[src/rtl/ami_enc_pkg.sv]
package ami_enc_pkg;
  typedef enum logic [1:0] {
    SYM_ZERO = 2'b00,
    SYM_POS  = 2'b01,
    SYM_NEG  = 2'b10
  } sym_t;
endpackage

[src/rtl/ami_zero_guard.sv]
// Remembers the last GUARD_ZEROS valid bits and reports whether any was a one.
module ami_zero_guard #(
  parameter int GUARD_ZEROS = 2
) (
  input  logic clk,
  input  logic rst,
  input  logic bit_vld,
  input  logic bit_val,
  output logic recent_one
);
  localparam int HW = (GUARD_ZEROS < 1) ? 1 : GUARD_ZEROS;

  logic [HW-1:0] hist_q;

  generate
    if (HW == 1) begin : g_single
      always_ff @(posedge clk) begin
        if (rst)          hist_q <= '0;
        else if (bit_vld) hist_q <= bit_val;
      end
    end else begin : g_shift
      always_ff @(posedge clk) begin
        if (rst)          hist_q <= '0;
        else if (bit_vld) hist_q <= {hist_q[HW-2:0], bit_val};
      end
    end
  endgenerate

  assign recent_one = |hist_q;
endmodule

[src/rtl/ami_inject_arm.sv]
// Holds a pending violation request until an eligible one consumes it.
module ami_inject_arm (
  input  logic clk,
  input  logic rst,
  input  logic req,
  input  logic elig_one,
  output logic fire
);
  logic armed_q;

  assign fire = elig_one & (armed_q | req);

  always_ff @(posedge clk) begin
    if (rst)       armed_q <= 1'b0;
    else if (fire) armed_q <= 1'b0;
    else if (req)  armed_q <= 1'b1;
  end
endmodule

[src/rtl/ami_mark_pol.sv]
// Tracks the polarity of the last mark and picks the symbol for this bit.
module ami_mark_pol
  import ami_enc_pkg::*;
(
  input  logic clk,
  input  logic rst,
  input  logic mark,
  input  logic viol,
  output sym_t sym
);
  logic last_pos_q;
  logic next_pos;

  assign next_pos = viol ? last_pos_q : ~last_pos_q;

  always_comb begin
    if (!mark)        sym = SYM_ZERO;
    else if (next_pos) sym = SYM_POS;
    else              sym = SYM_NEG;
  end

  always_ff @(posedge clk) begin
    if (rst)       last_pos_q <= 1'b0;
    else if (mark) last_pos_q <= next_pos;
  end
endmodule

[src/rtl/ami_viol_enc.sv]
module ami_viol_enc
  import ami_enc_pkg::*;
#(
  parameter int GUARD_ZEROS = 2
) (
  input  logic clk,
  input  logic rst,
  input  logic data_in,
  input  logic data_vld,
  input  logic inj_req,
  output logic pos,
  output logic neg,
  output logic inj_done
);
  logic one_now;
  logic recent_one;
  logic elig_one;
  logic fire;
  sym_t sym;

  assign one_now  = data_vld & data_in;
  assign elig_one = one_now & recent_one;

  ami_zero_guard #(.GUARD_ZEROS(GUARD_ZEROS)) u_guard (
    .clk        (clk),
    .rst        (rst),
    .bit_vld    (data_vld),
    .bit_val    (data_in),
    .recent_one (recent_one)
  );

  ami_inject_arm u_arm (
    .clk      (clk),
    .rst      (rst),
    .req      (inj_req),
    .elig_one (elig_one),
    .fire     (fire)
  );

  ami_mark_pol u_pol (
    .clk  (clk),
    .rst  (rst),
    .mark (one_now),
    .viol (fire),
    .sym  (sym)
  );

  always_ff @(posedge clk) begin
    if (rst) begin
      pos      <= 1'b0;
      neg      <= 1'b0;
      inj_done <= 1'b0;
    end else begin
      pos      <= (sym == SYM_POS);
      neg      <= (sym == SYM_NEG);
      inj_done <= fire;
    end
  end
endmodule

[config.mk]
export PLATFORM = sky130hd
export DESIGN_NAME = ami_viol_enc
export DESIGN_NICKNAME = d
export VERILOG_FILES = /design/src/rtl/ami_enc_pkg.sv /design/src/rtl/ami_zero_guard.sv /design/src/rtl/ami_inject_arm.sv /design/src/rtl/ami_mark_pol.sv /design/src/rtl/ami_viol_enc.sv
export SDC_FILE = /design/constraint.sdc
export NUM_CORES = 1
export LEC_CHECK = 0
export BUFFER_PORTS_ARGS = -buffer_cell sky130_fd_sc_hd__buf_4
export CORE_AREA = 8 8 45 47
export CTS_BUF_LIST = sky130_fd_sc_hd__clkbuf_8
export DETAILED_ROUTE_END_ITERATION = 16
export DIE_AREA = 0 0 53 55
export PLACE_DENSITY = 0.46
export SETUP_SLACK_MARGIN = 0.15
export SYNTH_ARGS = -nofsm -noshare
export SYNTH_HDL_FRONTEND = slang
export SYNTH_SLANG_ARGS = --single-unit
[constraint.sdc]
create_clock -name clk -period 2.7 [get_ports clk]
set_input_delay 0.54 -clock clk [delete_from_list [all_inputs] [get_ports clk]]
set_output_delay 0.54 -clock clk [all_outputs]
set_load 0.01 [all_outputs]
==> qor.yml <==
detailed_routing:
  wl_per_cell_um: 11.4
  dr.pass1.iters: 3
  wl_um: 592
  ant_nets: 0
  drc: 0
  routed_via_density: 4.19
  vias: 218
  detail_route.iter0.violations: 5
critical_path:
  criticalPathCategory: "reg2out"
  worstReg2RegStart: "u_arm.armed_q$_SDFFE_PP0P_"
  path_buf_inv: 1
  endpoint_kind: "output pin"
  critical-path-top-delay-family: "flip-flops"
  crit_fanout: 1
  cpMaxStageDelayCell: "dfxtp_1"
  reg2regPathDepth: 3
  start_kind: "register"
  r2r-end: "u_pol.last_pos_q$_SDFFE_PP0P_"
  crit_chain: "buf_4"
  required_ns: 2.16
  r2r_slack_ns: 1.61
  critPathMaxStageDelay_ns: 0.29
  arrival_ns: 0.65
yosys:
  syn_inst: 26
  synth-seq-cells: 7
  synth_top_area_share: 0.514
  syn_area_sq_um: 273
  yosys.cell_types.count: 15
  ys_warn_count: 0
  seq_area_frac_synth: 0.514
  yosys.area.top_type: "dfxtp_1"
  synth.avg_cell_area_sq_um: 10.5
  ys_top_cells_by_area: "dfxtp_1, nor2_1, mux2_4"
  synth_nets: 31
worst_hold_path:
  hold_end: "u_arm.armed_q$_SDFFE_PP0P_"
  min_from: "u_arm.armed_q$_SDFFE_PP0P_"
  holdPathStages: 2
  hold_class: "reg2reg"
pwr:
  swShare: 0.204
  internal_power_w: 0.000221
  seq_power_share: 0.407
  ir_drop_v: 0.000298
  p_switching_w: 0.0000569
  pwr-share-clk: 0.499
  p_leak_nw: 0.169
  comb_power_share: 0.094
  power.density_nw_per_um2: 720
clock_network:
  clk_latency_ns: 0.22
  post_cts_buffers: 0
  cts.path.max_buffers: 2
  cts_tree: "yes"
  cts-htree-levels: 1
  hold_buffers: 0
  clkTransAtPathRegs_ns: 0.04
  cts_root_buf: "clkbuf_8"
  ctsResizeCount: 0
  cts.sinks: 7
  cts_buffers: 3
cells_and_area:
  drive_gt1_frac: 0.417
  diodes: 0
  nNetsFinal: 42
  syn_to_final_growth_pct: 41.7
job:
  drv_cap: 0
floorplan:
  die_y_um: 55
  start_util: 0.197
  die_x_um: 53
  die_area_sq_um: 2920
  core_area_sq_um: 1380
  ios: 8
  row_count: 14
timing:
  setup_viol: 0
  clock_skew_ns: 0.00168
  hold_violations: 0
  clock.fmax_mhz: 842
  grt_setup_unrepaired: "false"
  final.setup.tns_ns: 0
  period_needed_ns: 1.19
  period_share: 0.440
  tightestPinTransition_ns: 0.231
  setup_ws_ns: 1.51
  relSlewSlack: 0.846
  maxSlewViolCount: 0
global_route:
  grt_pass1_vias: 223
  antenna_found_initial: 0
  grt_pass1_wl_um: 972
  track_usage: 0.0503
  overflow: 0
  grt_max_degree: 9
place:
  port_buffers: 7
  dp_slack_ns: 1.30
  post-dp-hpwl_um: 403
  finalWeightedCongestion: 0.704
run_status:
  status: "finished clean"
cells in the final DEF (no fill, tap or decap), types with 2 or more instances in the layout:
master | Yosys | layout
nor2_1 | 5 | 5
dfxtp_1 | 7 | 7
nor3_1 | 2 | 2
buf_4 | 0 | 7
clkbuf_8 | 0 | 3
final cells by class:
cell class | instances | area [sq um]
timing repair buffer | 7 | 52.6
multi-input combinational | 18 | 129
clock inverter | 1 | 3.75
tap | 16 | 20.0
clock buffer | 3 | 41.3
fill | 155 | 997
sequential | 7 | 140
synthesized netlist by cell type:
library cell,number
nor2b_1,1
clkbuf_1,1
nand3_2,1
nor3_2,1
a21oi_1,1
nand2_1,1
mux2_4,1
nand2b_1,1
xnor2_1,1
o22ai_2,1
nor2_1,5
nor3_1,2
nor3b_2,1
mux2i_1,1
dfxtp_1,7
metal layers:
metal	wire length (um)	up-vias	GRT usage
li1	-	106	-
met1	199	102	0.0350
met2	315	8	0.0898
met3	70	2	0.0455
met4	6	0	0.0259
met5	0	-	0
worst max-delay path by stage:
| stage | startpoint | to | slack (ns) | depth (start not counted) |
|---|---|---|---|---|
| after global routing | inj_req | u_pol.last_pos_q$_SDFFE_PP0P_ | 1.48 | 4 |
| after floorplan | inj_req | u_pol.last_pos_q$_SDFFE_PP0P_ | 1.47 | 3 |
| after CTS | neg$_SDFF_PP0_ | neg | 1.50 | 1 |
| after global placement | inj_req | u_pol.last_pos_q$_SDFFE_PP0P_ | 1.31 | 4 |
| final | neg$_SDFF_PP0_ | neg | 1.51 | 1 |
| after detailed placement | inj_req | u_pol.last_pos_q$_SDFFE_PP0P_ | 1.30 | 4 |
per-stage QoR:
| stage | util | power [W] | instances | area (sq um) | hold slack [ns] |
|---|---|---|---|---|---|
| 6_report | 0.279 | 0.000278 | 52 | 387 | 0.525 |
| 5_1_grt | 0.279 | 0.000294 | 52 | 387 | 0.556 |
| 4_1_cts | 0.279 | 0.000282 | 52 | 387 | 0.522 |
| 3_5_place_dp | 0.247 | 0.000140 | 48 | 342 | 0.506 |
| 3_3_place_gp | 0.247 | 0.000139 | 48 | 342 | 0.497 |
| 2_1_floorplan | - | 0.000130 | 26 | 273 | 0.485 |
flip-flops by register name, indices dropped and copies added (netlist names):
name              cells
pos                   1
u_arm.armed_q         1
neg                   1
u_pol.last_pos_q      1
u_guard.hist_q        2
inj_done              1
power by group through the flow:
| stage | Combinational [W] | Clock, W | Sequential, W |
|---|---|---|---|
| final | 0.0000262 | 0.000139 | 0.000113 |
| after CTS | 0.0000266 | 0.000143 | 0.000113 |
| after detailed placement | 0.0000262 | 0 | 0.000114 |
| after global routing | 0.0000287 | 0.000152 | 0.000114 |
| after floorplan | 0.0000159 | 0 | 0.000114 |
| after global placement | 0.0000255 | 0 | 0.000114 |
kinds of logic after synthesis:
group           count (synthesis)  synth area share
compound gates                  2            0.0642
xor+xnor                        1            0.0321
buf+inv                         1            0.0137
flops                           7             0.514
mux                             2            0.0917
simple gates                   13             0.284
tightest hold or removal path, cell delays in order, from the launching register on:
cell and delay, ns:
dfxtp_1 0.32, nor2_1 0.10, nor3_1 0.05
Power figures use the tool's default switching activity.
